### config.mk
export PLATFORM = sky130hd
export DESIGN_NAME = adc_serial_readout
export DESIGN_NICKNAME = d
export VERILOG_FILES = /design/src/rtl/adc_rdo_pkg.sv /design/src/rtl/adc_rdo_sync.sv /design/src/rtl/adc_rdo_conv_timer.sv /design/src/rtl/adc_rdo_shifter.sv /design/src/rtl/adc_serial_readout.sv
export SDC_FILE = /design/constraint.sdc
export NUM_CORES = 1
export LEC_CHECK = 0
export BUFFER_PORTS_ARGS = -buffer_cell sky130_fd_sc_hd__buf_2
export CORE_UTILIZATION = 30
export DETAILED_ROUTE_END_ITERATION = 7
export SLEW_MARGIN = 15
export SYNTH_ARGS = -nofsm -noshare
export SYNTH_HDL_FRONTEND = slang
export SYNTH_SLANG_ARGS = --single-unit
### constraint.sdc
create_clock -name clk -period 3.1 [get_ports clk]
set_input_delay 0.62 -clock clk [delete_from_list [all_inputs] [get_ports clk]]
set_output_delay 0.62 -clock clk [all_outputs]
set_load 0.01 [all_outputs]
### src/rtl/adc_rdo_pkg.sv
package adc_rdo_pkg;

  typedef enum logic {
    MODE_AFTER  = 1'b0,
    MODE_DURING = 1'b1
  } rdo_mode_e;

  typedef struct packed {
    logic sclk;
    logic cs_n;
    logic rd_n;
    logic sdin;
  } serial_pins_t;

  localparam serial_pins_t PINS_IDLE = '{sclk: 1'b0, cs_n: 1'b1, rd_n: 1'b1, sdin: 1'b0};

endpackage

### src/rtl/adc_rdo_sync.sv
module adc_rdo_sync #(
  parameter int               WIDTH   = 4,
  parameter int               STAGES  = 2,
  parameter logic [WIDTH-1:0] RST_VAL = '0
) (
  input  logic             clk,
  input  logic             rst_n,
  input  logic [WIDTH-1:0] d_i,
  output logic [WIDTH-1:0] q_o
);

  logic [STAGES-1:0][WIDTH-1:0] stage_q;
  logic [STAGES-1:0][WIDTH-1:0] stage_d;

  always_comb begin
    stage_d = {stage_q[STAGES-2:0], d_i};
  end

  always_ff @(posedge clk or negedge rst_n) begin
    if (!rst_n) begin
      stage_q <= {STAGES{RST_VAL}};
    end else begin
      stage_q <= stage_d;
    end
  end

  assign q_o = stage_q[STAGES-1];

endmodule

### src/rtl/adc_rdo_conv_timer.sv
module adc_rdo_conv_timer #(
  parameter int W   = 16,
  parameter int LAT = 160
) (
  input  logic         clk,
  input  logic         rst_n,
  input  logic         start_i,
  input  logic [W-1:0] sample_i,
  output logic         busy_o,
  output logic         done_o,
  output logic [W-1:0] result_o
);

  localparam int CW = $clog2(LAT + 1);

  logic          busy_q, busy_d;
  logic [CW-1:0] cnt_q, cnt_d;
  logic          cnt_en;
  logic [W-1:0]  result_q;
  logic          result_en;
  logic          last_cycle;

  // Next-state logic
  always_comb begin
    busy_d     = busy_q;
    cnt_d      = cnt_q;
    cnt_en     = 1'b0;
    last_cycle = busy_q && (cnt_q == '0);
    result_en  = last_cycle;
    if (!busy_q) begin
      if (start_i) begin
        busy_d = 1'b1;
        cnt_d  = CW'(LAT - 1);
        cnt_en = 1'b1;
      end
    end else if (last_cycle) begin
      busy_d = 1'b0;
    end else begin
      cnt_d  = cnt_q - 1'b1;
      cnt_en = 1'b1;
    end
  end

  // Registers
  always_ff @(posedge clk or negedge rst_n) begin
    if (!rst_n) begin
      busy_q   <= 1'b0;
      cnt_q    <= '0;
      result_q <= '0;
    end else begin
      busy_q <= busy_d;
      if (cnt_en)    cnt_q    <= cnt_d;
      if (result_en) result_q <= sample_i;
    end
  end

  assign busy_o   = busy_q;
  assign done_o   = last_cycle;
  assign result_o = result_q;

endmodule

### src/rtl/adc_rdo_shifter.sv
module adc_rdo_shifter
  import adc_rdo_pkg::*;
#(
  parameter int W    = 16,
  parameter int CNTW = $clog2(W) + 2
) (
  input  logic         clk,
  input  logic         rst_n,
  input  logic         active_i,
  input  logic         rise_i,
  input  logic         fall_i,
  input  logic         sdin_i,
  input  rdo_mode_e    mode_i,
  input  logic [W-1:0] word_i,
  input  logic         conv_done_i,
  output logic         sdout_o,
  output logic         rderr_o
);

  logic [CNTW-1:0] rcnt_q, rcnt_d;
  logic            rcnt_en;
  logic            cap_q;
  logic            cap_en;
  logic [W-1:0]    sreg_q, sreg_d;
  logic            sreg_en;
  logic            rderr_q, rderr_d;
  logic            in_prog;
  logic            word_done;
  logic            chain_bit;

  always_comb begin
    in_prog   = active_i && (rcnt_q != '0);
    word_done = rcnt_q >= CNTW'(W);
    chain_bit = (mode_i == MODE_AFTER) ? cap_q : 1'b0;

    // Bit counter: cleared outside a session, saturates at all ones
    rcnt_d  = rcnt_q;
    rcnt_en = 1'b0;
    if (!active_i) begin
      rcnt_d  = '0;
      rcnt_en = 1'b1;
    end else if (rise_i && (rcnt_q != {CNTW{1'b1}})) begin
      rcnt_d  = rcnt_q + 1'b1;
      rcnt_en = 1'b1;
    end

    // Chain input is taken on the rising edge, opposite to the shift edge
    cap_en = active_i && rise_i;

    // Shift path: reload the latest result unless a read is under way
    sreg_d  = sreg_q;
    sreg_en = 1'b0;
    if (!in_prog) begin
      sreg_d  = word_i;
      sreg_en = 1'b1;
    end else if (fall_i) begin
      sreg_d  = {sreg_q[W-2:0], chain_bit};
      sreg_en = 1'b1;
    end

    rderr_d = conv_done_i && (mode_i == MODE_DURING) && in_prog && !word_done;
  end

  always_ff @(posedge clk or negedge rst_n) begin
    if (!rst_n) begin
      rcnt_q  <= '0;
      cap_q   <= 1'b0;
      sreg_q  <= '0;
      rderr_q <= 1'b0;
    end else begin
      if (rcnt_en) rcnt_q <= rcnt_d;
      if (cap_en)  cap_q  <= sdin_i;
      if (sreg_en) sreg_q <= sreg_d;
      rderr_q <= rderr_d;
    end
  end

  assign sdout_o = active_i & sreg_q[W-1];
  assign rderr_o = rderr_q;

endmodule

### src/rtl/adc_serial_readout.sv
module adc_serial_readout
  import adc_rdo_pkg::*;
#(
  parameter int W    = 16,
  parameter int LAT  = 160,
  parameter int SYNC = 2
) (
  input  logic         clk,
  input  logic         rst_n,
  input  logic         conv_start_i,
  input  logic [W-1:0] sample_i,
  input  logic         mode_i,
  input  logic         sclk_i,
  input  logic         cs_n_i,
  input  logic         rd_n_i,
  input  logic         sdin_i,
  output logic         busy_o,
  output logic         sdout_o,
  output logic         rderr_o
);

  localparam int CNTW = $clog2(W) + 2;

  // Reset: asserted asynchronously, released on the clock
  logic [1:0] rst_sync_q;
  logic       rst_n_int;

  always_ff @(posedge clk or negedge rst_n) begin
    if (!rst_n) rst_sync_q <= 2'b00;
    else        rst_sync_q <= {rst_sync_q[0], 1'b1};
  end
  assign rst_n_int = rst_sync_q[1];

  // Serial pins into the system clock domain
  serial_pins_t pins_raw, pins_s;
  assign pins_raw = '{sclk: sclk_i, cs_n: cs_n_i, rd_n: rd_n_i, sdin: sdin_i};

  adc_rdo_sync #(
    .WIDTH  (4),
    .STAGES (SYNC),
    .RST_VAL(PINS_IDLE)
  ) pin_sync_i (
    .clk  (clk),
    .rst_n(rst_n_int),
    .d_i  (pins_raw),
    .q_o  (pins_s)
  );

  logic sclk_prev_q;
  always_ff @(posedge clk or negedge rst_n_int) begin
    if (!rst_n_int) sclk_prev_q <= 1'b0;
    else            sclk_prev_q <= pins_s.sclk;
  end

  logic active, sclk_rise, sclk_fall;
  assign active    = ~pins_s.cs_n & ~pins_s.rd_n;
  assign sclk_rise = active &  pins_s.sclk & ~sclk_prev_q;
  assign sclk_fall = active & ~pins_s.sclk &  sclk_prev_q;

  // Conversion model
  logic         conv_done;
  logic [W-1:0] result;

  adc_rdo_conv_timer #(
    .W  (W),
    .LAT(LAT)
  ) conv_i (
    .clk     (clk),
    .rst_n   (rst_n_int),
    .start_i (conv_start_i),
    .sample_i(sample_i),
    .busy_o  (busy_o),
    .done_o  (conv_done),
    .result_o(result)
  );

  // Serial output path
  adc_rdo_shifter #(
    .W   (W),
    .CNTW(CNTW)
  ) shift_i (
    .clk        (clk),
    .rst_n      (rst_n_int),
    .active_i   (active),
    .rise_i     (sclk_rise),
    .fall_i     (sclk_fall),
    .sdin_i     (pins_s.sdin),
    .mode_i     (rdo_mode_e'(mode_i)),
    .word_i     (result),
    .conv_done_i(conv_done),
    .sdout_o    (sdout_o),
    .rderr_o    (rderr_o)
  );

endmodule

==> impl_summary.md, run 1 <==
Outcome
The run finished with clean final reports.

Clocking
TritonCTS built the clock tree. After clock tree synthesis, the clock-pin slew on the worst setup and hold paths is 0.07 ns. The number of H-tree branching levels is 3. Counting along the longest clock path gives a buffer depth of 2.

The worst-skew pair later-pin latency is around 0.34 ns. The number of buffers created by CTS is 9. The number of buffers inserted by hold repair at cts is 0. The number of clock sinks seen by CTS is 60. The clock tree root buffer cell is sky130_fd_sc_hd__clkbuf_8.

The post-CTS setup repair buffer count is 0. After clock tree synthesis, the repair step resized 0 gates.

Synth
The post-synthesis area per instance is roughly 12 sq um. The number of nets in the synthesized netlist is 246. In this run, synthesis inferred 0 flip-flops with an integrated enable. For this run, the leading register cell type out of synthesis is sky130_fd_sc_hd__dfrtp_1. The count of unique library cells instantiated by Yosys is 48. Of all cell types, the one taking the most synthesized area is sky130_fd_sc_hd__dfrtp_1. The Yosys step of the flow raised 0 warnings.

Of the post-synthesis cell area, the dominant cell type holds ~54%. In this run, synthesis produced a sequential element count of 60. The cell count after synthesis is 218.

By area the synthesized netlist is led by sky130_fd_sc_hd__dfrtp_1 54%, sky130_fd_sc_hd__mux2_2 7.3%, sky130_fd_sc_hd__mux2i_1 6.1%, sky130_fd_sc_hd__dfstp_2 4.0%, sky130_fd_sc_hd__a21oi_1 3.3%. In the synthesized netlist the async set-or-reset flop fraction comes to 100%. The mapped cell area is between 0.002 and 0.003 sq mm. The share of the Yosys chip area taken by registers is just under 60%.

Layout
The signed area change from the synthesized netlist to the final layout is 16.7%. The fraction of layout cells with a size suffix above 1 is between 20% and 30%. The final standard cell count with taps included and fillers excluded is 359. The multi-input combinational cells in the finished layout cover a total of between 0.001 and 0.0015 sq mm. Counting the fill cells in the layout gives just over 800.

The combined flip-flop and latch cell area is 0.00151 sq mm. The summed area of non-filler cells in the final layout is around 0.0031 sq mm. Leaving out fill and tap cells, the most frequent cell in the layout is sky130_fd_sc_hd__dfrtp_1.

In the layout the commonest cells are 55 x sky130_fd_sc_hd__dfrtp_1, 26 x sky130_fd_sc_hd__buf_2, 22 x sky130_fd_sc_hd__nor2_1, 17 x sky130_fd_sc_hd__a21oi_1, 17 x sky130_fd_sc_hd__mux2_2. The utilization after layout is 36.6%. The antenna cell count is 0. The final-stage net count is approximately 280.

Timing
The tightest hold path in the finished design has a slack of slightly above 0.06 ns. On the final layout, the worst clock skew is about 0.01 ns. The hold violation total from the final report is 0. Timing would allow up to 0.499 GHz. The actual slew at the worst max-slew pin is 0.653 ns. Measured against its own limit, the worst slew margin works out to 56.5%. In the finished design, the share of the clock period the worst path needs comes to between 60% and 70%.

Setup repair after global routing left no endpoint under its margin. The final-report max-slew violation count was 0. Setup total negative slack on the finished layout was measured at 0 ns. The smallest clock period supported by the final layout is computed as around 2.0 ns. The final-report setup violation count is 0.

Routing
The first detailed-routing pass ran for 4 iterations. The number of design-rule violations left by the first detailed-router iteration is 72. For this run, design rule violations remaining after detail routing come to 0. In the final routed layout, each cell accounts on average for approximately 13 microns.

Wires add up to about 4500 microns. The average vias per placed instance is between 4 and 5. The number of nets with antenna violations after routing is 0. Summing over every cut layer, the via total after detailed routing is roughly 1600.

Place
The number of placed instances, taps included, is ~340. Port buffering added 26 buffers. Summing all placed instances gives a cell area of 0.00285 sq mm.

The placed wire-length estimate is 3160 microns. Routability-driven placement finished with a final weighted congestion of between 0.7 and 0.8.

GRT
The number of global-route vias before repair came to between 1500 and 2000. Entering global routing, the biggest net connects 32 pins. Global routing consumed, over all layers together, a little under an eighth of the routing resources. The global routing usage on met3 is 4.31%. The first global-routing pass estimated between 7000 and 8000 microns of wire. The initial antenna violation count was 0.

After global routing the overflow that remains totals 0. The busiest layer in global routing is met2. The met1 global-route usage is between 10% and 20%. The met2 track utilization from global routing is 17.3%.

Min path
The kind of path behind the tightest hold check is input pin to asynchronous set/reset pin.

Critical path
The worst setup path is launched from a flop. The required time of the worst setup path is between 3 and 4 ns. The top fanout value on the critical path is 14. The classification of the worst setup path is flop to flop. The critical path goes through inv_1 > ha_1 > and3b_1 > nand3_1 > buf_4 > mux2_4 > a2bb2oi_2.

The critical path endpoint category is a flop. The largest individual stage delay along the critical path comes from the cell sky130_fd_sc_hd__dfrtp_1. In this design, the stage delay of the slowest critical-path cell is slightly above 0.4 ns. The arrival time reported for the critical path endpoint is approximately 2.3 ns.

The buffers plus inverters on the worst setup path is 2. The kind of cell with the highest combined delay along the critical path is simple AND/OR/NAND/NOR gates.

Power and ir drop
The ratio of total power to cell area is about 830 mW/mm^2. The worst voltage drop across the vdd grid is 0.000210 V. In this run the static leakage power is 1.31 nW.

Floorplan
The chip width is about 95 microns. For this design the top-level I/O count stands at 27. The die is 95.4 microns tall. The floorplan has 33 rows. The region available for standard cell placement spans about 0.0083 sq mm. The floorplan die area is 0.00909 sq mm. The initial cell density of the core is between 30% and 40%.

Job
The number of max-cap violations is 0.
[path summary, 6_finish.rpt]
kind | start | end | slack [ns] | cells past startpoint
hold reg to reg | rst_sync_q[1] | shift_i.cap_q | 0.28 | 0
max in group asynchronous | rst_sync_q[1] | shift_i.rcnt_q[4] | 2.01 | 1
min in group clk | pin_sync_i.stage_d[4] | pin_sync_i.q_o[0] | 0.35 | 0
setup / recovery | conv_i.cnt_q[1] | conv_i.cnt_q[1] | 1.09 | 7
hold / removal | rst_n | rst_sync_q[1] | 0.06 | 1
setup reg to reg | conv_i.cnt_q[1] | conv_i.cnt_q[1] | 1.09 | 7
[synthesized netlist by cell type (2+ instances only)]
library cell               count
sky130_fd_sc_hd__dfrtp_1      56
sky130_fd_sc_hd__nor2_1       22
sky130_fd_sc_hd__a21oi_1      17
sky130_fd_sc_hd__mux2_2       17
sky130_fd_sc_hd__mux2i_1      16
sky130_fd_sc_hd__nand3_1      10
sky130_fd_sc_hd__buf_2         7
sky130_fd_sc_hd__inv_1         7
sky130_fd_sc_hd__nand2_1       5
sky130_fd_sc_hd__nor3_1        5
sky130_fd_sc_hd__dfstp_2       4
sky130_fd_sc_hd__ha_1          4
sky130_fd_sc_hd__nand2b_1      4
sky130_fd_sc_hd__a31oi_1       2
sky130_fd_sc_hd__and2_1        2
sky130_fd_sc_hd__buf_4         2
sky130_fd_sc_hd__nand3b_1      2
sky130_fd_sc_hd__nand4_1       2
sky130_fd_sc_hd__nor2b_1       2
sky130_fd_sc_hd__o21ai_0       2
sky130_fd_sc_hd__or2_1         2
sky130_fd_sc_hd__or4_1         2
[cell families (layout without fill, tap and decap cells)]
logic type / after synthesis / after routing / synth area share (%)
AND/OR/NAND/NOR: 68 / 68 / 14.7
flip-flops: 60 / 60 / 57.6
multiplexers: 34 / 34 / 14.0
AO/OA/AOI/OAI: 32 / 32 / 7.75
buffers and inverters: 17 / 53 / 3.21
adder cells (fa/ha/maj): 4 / 4 / 1.91
XOR/XNOR: 2 / 2 / 0.670
other: 1 / 1 / 0.143
[metal layers]
| layer | wire (microns) | vias up |
|---|---|---|
| li1 | - | 833 |
| met1 | 2190 | 769 |
| met2 | 2100 | 23 |
| met3 | 189 | 4 |
| met4 | 53 | 0 |
| met5 | 0 | - |
[final cells by class]
type                    count  area share [%]
multi-input cells         141            33.7
clock buffers               9            4.06
flip-flops and latches     60            49.4
clock inverters             7            2.46
repair buffers             30            5.25
inverters                   7           0.861
well taps                 105            4.31
[where the power goes]
group	total (mW)	internal (mW)	leakage, nW	switching (mW)
clock network	0.685	0.374	0.104	0.311
registers	1.27	1.06	0.709	0.209
logic	0.575	0.324	0.497	0.250
total	2.53	1.76	1.31	0.771
[through the flow]
step	power, mW	worst slack, ns
after floorplan	1.72	1.31
after global placement	1.85	1.16
after detailed placement	1.88	1.08
after CTS	2.58	1.06
after global routing	2.73	0.952
final	2.53	1.09
[flip-flops by register name, summed over array words and instances, names as in the netlist]
| name | flops |
|---|---|
| conv_i.cnt_q | 8 |
| shift_i.cap_q | 1 |
| conv_i.result_o | 16 |
| rst_sync_q | 2 |
| conv_i.busy_o | 1 |
| sclk_prev_q | 1 |
| pin_sync_i.q_o | 4 |
| pin_sync_i.stage_d | 4 |
| shift_i.rderr_o | 1 |
| shift_i.sreg_q | 16 |
| shift_i.rcnt_q | 6 |
No activity file was read; power rests on OpenSTA's default activity.
==> run 2: changes to the inputs <==
ABC_AREA = 1   (was default)
clock period = 1.8 ns   (was 3.1 ns; I/O delays follow)
==> run 2 against run 1 <==
  * The flow now finishes with violations (design-rule violations)
  * Die area is 6.2% higher
  * Worst setup slack worse by 0.95 ns
  * First-iteration DRC count is 42% higher
  * Critical path type is now flop to primary output
==> impl_summary.md, run 2 <==
Outcome
The run finished, with violations left. The checks that failed: design-rule violations.

Synth
By area the synthesized netlist is led by sky130_fd_sc_hd__dfrtp_1 50%, sky130_fd_sc_hd__nand2_1 15%, sky130_fd_sc_hd__nand4_1 7.6%, sky130_fd_sc_hd__nand3_1 5.2%, sky130_fd_sc_hd__dfstp_2 3.8%. The share of the yosys chip area belonging to registers is a little over half. Counting instances in the post-synthesis netlist gives the leading cell types as 108 x sky130_fd_sc_hd__nand2_1, 56 x sky130_fd_sc_hd__dfrtp_1, 34 x sky130_fd_sc_hd__nand4_1.

The cell count after synthesis came out at 319. Yosys mapped the design onto 29 distinct sky130hd cell types. The post-synthesis area per instance is just under 9 sq um.

Counting flops with an async set or reset pin after synthesis yields a share of between 90% and 100%. The synthesized design contains 0 enable-type register cells. In the post-synthesis netlist, the cell with the most instances is sky130_fd_sc_hd__nand2_1. The mapped netlist covers approximately 0.0028 sq mm. The synthesized flop and latch total is 60. The top cell type's share of synthesized area is 50.4%.

The cell type with the highest aggregate area in the netlist is sky130_fd_sc_hd__dfrtp_1. The number of nets in the synthesized netlist is roughly 350. The number of warnings issued by yosys is 0.

The predominant post-synthesis flop cell is sky130_fd_sc_hd__dfrtp_1.

Clocking
The post-CTS resize count is 0. The number of buffers inserted by hold repair at cts is 1. The tree is rooted in a sky130_fd_sc_hd__clkbuf_8. The post-CTS setup repair buffer count is 0. The H-tree was split into 3 levels. Counting along the longest clock path gives a buffer depth of 2. The number of buffers created by CTS is 9. The worst-skew pair later-pin latency is between 0.3 and 0.4 ns. TritonCTS built the clock tree. The clock transition time at the flip-flop clock pins of the worst setup and hold paths is about 0.06 ns. The clock drives 60 sinks.

Routing
After detailed routing, the total wire length is between 5000 and 6000 microns. The total number of vias is 2200. The average vias per placed instance is approximately 4.7. The first detailed-routing pass took 6 iterations. The number of design rule violations left after detail routing is 1.

In the final routed layout, each cell accounts on average for approximately 12 microns. The number of design-rule violations left by the first detailed-router iteration is about 100. In this run the remaining antenna-violating nets after routing total 0.

Critical path
The classification of the worst setup path is flop to primary output. The required time of the worst setup path is about 1.4 ns. The worst setup path is captured at a primary output. The kind of start point of the critical path is a flop. The arrival time reported for the critical path endpoint is 1.30 ns. The top fanout value on the critical path is 4.

Timing
Setup violations remaining at the end of the flow were counted as 0. After layout, the worst setup slack is about 0.14 ns. The hold violation total from the final report is 0. Based on the critical path, the design can be clocked at up to about 0.60 GHz. The final critical path takes up between 90% and 100% of the cycle. For the pin with the worst max-slew slack, the measured transition is ~0.53 ns. In the final timing run, aggregate negative setup slack is 0 ns. The final setup skew is slightly above 0.007 ns. In this run the tightest slew margin relative to its limit is between 60% and 70%. The final-report max-slew violation count is 0. Setup repair after global routing left no endpoint under its margin. The worst path in the final design needs a cycle of approximately 1.7 ns, including I/O delays and setup.

Power and ir drop
The internal power of the cells totals a little under 3 mW. The clock network is responsible for 28.1% of the overall power. Combinational logic burns between 20 and 25% of the power. The ratio of total power to cell area is 1340 mW/mm^2. The worst voltage drop across the vdd grid is 0.000637 V. The sequential fraction of design power is 49.0%. The power spent charging and discharging nets is ~1.4 mW. The static leakage is roughly 1.6 nW.

The total power consumption of the routed design is about 4.4 mW. The fraction of power spent switching nets is between 30% and 40%.

GRT
The total overflow left after global routing is 0. The first global-routing pass estimated between 10000 and 15000 microns of wire. The global routing usage on met3 is 3.51%. Global routing used 17.0% of the available met1 tracks. The initial antenna violation count came to 0.

The number of global-route vias before repair is between 2000 and 2500. The maximum number of pins on one net before global-route repair is 38. The met2 track utilization from global routing is approximately a fifth. The global routing stage identified its most utilized layer as met2. The overall track demand over capacity in global routing is about an eighth.

Layout
The area of combinational cells with multiple inputs is 0.00107 sq mm. The most common library cell in the layout ignoring fill and taps is sky130_fd_sc_hd__nand2_1. Counting the fill cells in the layout gives 930. Relative to the synthesized area, the layout overhead comes to 16.8%. Across the whole layout, storage elements account for between 0.0015 and 0.002 sq mm.

The final-stage net count is roughly 380. The number of antenna diodes in the final layout is 0. The library cells used most frequently in the layout, excluding fill and tap cells, are 108 x sky130_fd_sc_hd__nand2_1, 55 x sky130_fd_sc_hd__dfrtp_1, 34 x sky130_fd_sc_hd__nand4_1, 29 x sky130_fd_sc_hd__nand3_1, 26 x sky130_fd_sc_hd__buf_2. Of the cells placed in the final design, the portion with a size suffix greater than 1 is about a fifth. For this run, the number of standard cells in the final layout without fillers is roughly 470.

Place
Buffers placed on the I/O ports in this run total 26. The setup slack at placement is approximately 0.33 ns. Routability-driven placement finished with a final weighted congestion of a little under 0.8. Detailed placement ended at an HPWL of 3940 microns.

Once placement completed, the tool counted placed cells totaling between 400 and 500.

Floorplan
The floorplan die area is a little under 0.01 sq mm. The core region area is 0.00885 sq mm. The I/O pin count is 27. The number of standard-cell rows in the floorplan is 34.

The floorplan step set the die height to between 90 and 100 microns. The chip width is around 98 microns. For this configuration, the core starts out at a cell density of 31.4%.

Min path
The min-delay analysis places its worst path in the category input pin to flop.

Job
The number of max-cap violations is 0.
## run 2: cell types whose count changed after synthesis, sizes merged, moves of 4 or more
cell    change
o21ai       +6
buf         +6
mux2i      -16
nand3      +19
nand2     +105
nand2b      -4
nand4      +33
inv        +17
nor3        -4
a21oi      -14
mux2       -18
## run 2: worst max-delay path, stage by stage (launching register included)
cell	delay (ns)
sky130_fd_sc_hd__dfstp_2	0.37
sky130_fd_sc_hd__nor2_2	0.17
sky130_fd_sc_hd__inv_1	0.11
sky130_fd_sc_hd__nor2_1	0.15
sky130_fd_sc_hd__buf_2	0.17
## run 2: cells by family (layout without fill, tap and decap cells)
family	count (synthesis)	count (layout)	synth area share [%]
adders and majority gates	4	4	1.80
DFF	60	60	54.2
and+or+nand+nor	199	199	33.5
other	1	1	0.135
buffers and inverters	40	80	7.38
AOI/OAI and AO/OA	13	13	2.43
xor gates and xnor gates	2	2	0.630
## run 2: final timing paths
check,from,to,slack [ns],depth (start not counted)
max,pin_sync_i.q_o[1],sdout_o,0.14,4
min,rd_n_i,pin_sync_i.stage_d[5],0.12,1
max reg2reg,conv_i.cnt_q[1],conv_i.cnt_q[0],0.36,8
min reg2reg,rst_sync_q[1],shift_i.rcnt_q[4],0.25,0
max in group asynchronous,rst_sync_q[1],shift_i.sreg_q[8],0.97,1
min in group asynchronous,rst_sync_q[1],shift_i.rcnt_q[4],0.25,0
## run 2: final cells by class
type / instances / area share, %
flip-flops and latches: 60 / 46.4
multi-input cells: 219 / 33.0
repair buffers: 39 / 7.47
clock buffers: 14 / 5.01
well taps: 108 / 4.16
inverters: 25 / 2.89
clock inverters: 2 / 1.08
## run 2: layer usage
layer,part of all wire (%),up-vias
met4,1.4,0
met1,48,1041
met5,0,-
met3,4.0,9
met2,47,35
li1,-,1115
## run 2: power by group through the flow
stage | Clock (mW) | Combinational, mW | Sequential, mW
2_1_floorplan | 0 | 0.788 | 2.07
3_3_place_gp | 0 | 0.969 | 2.14
3_5_place_dp | 0 | 1.01 | 2.15
4_1_cts | 1.26 | 1.01 | 2.14
5_1_grt | 1.31 | 1.19 | 2.20
6_report | 1.22 | 0.995 | 2.13
## run 2: through the flow
| stage | utilization (%) | instance area [sq um] | hold slack (ns) |
|---|---|---|---|
| final | 36.7 | 3250 | 0.121 |
| after global routing | 36.7 | 3250 | 0.108 |
| after detailed placement | 34.4 | 3040 | 0.147 |
| after CTS | 36.7 | 3250 | 0.0995 |
| after global placement | 34.4 | 3040 | 0.147 |
| after floorplan | - | 2780 | 0.0644 |
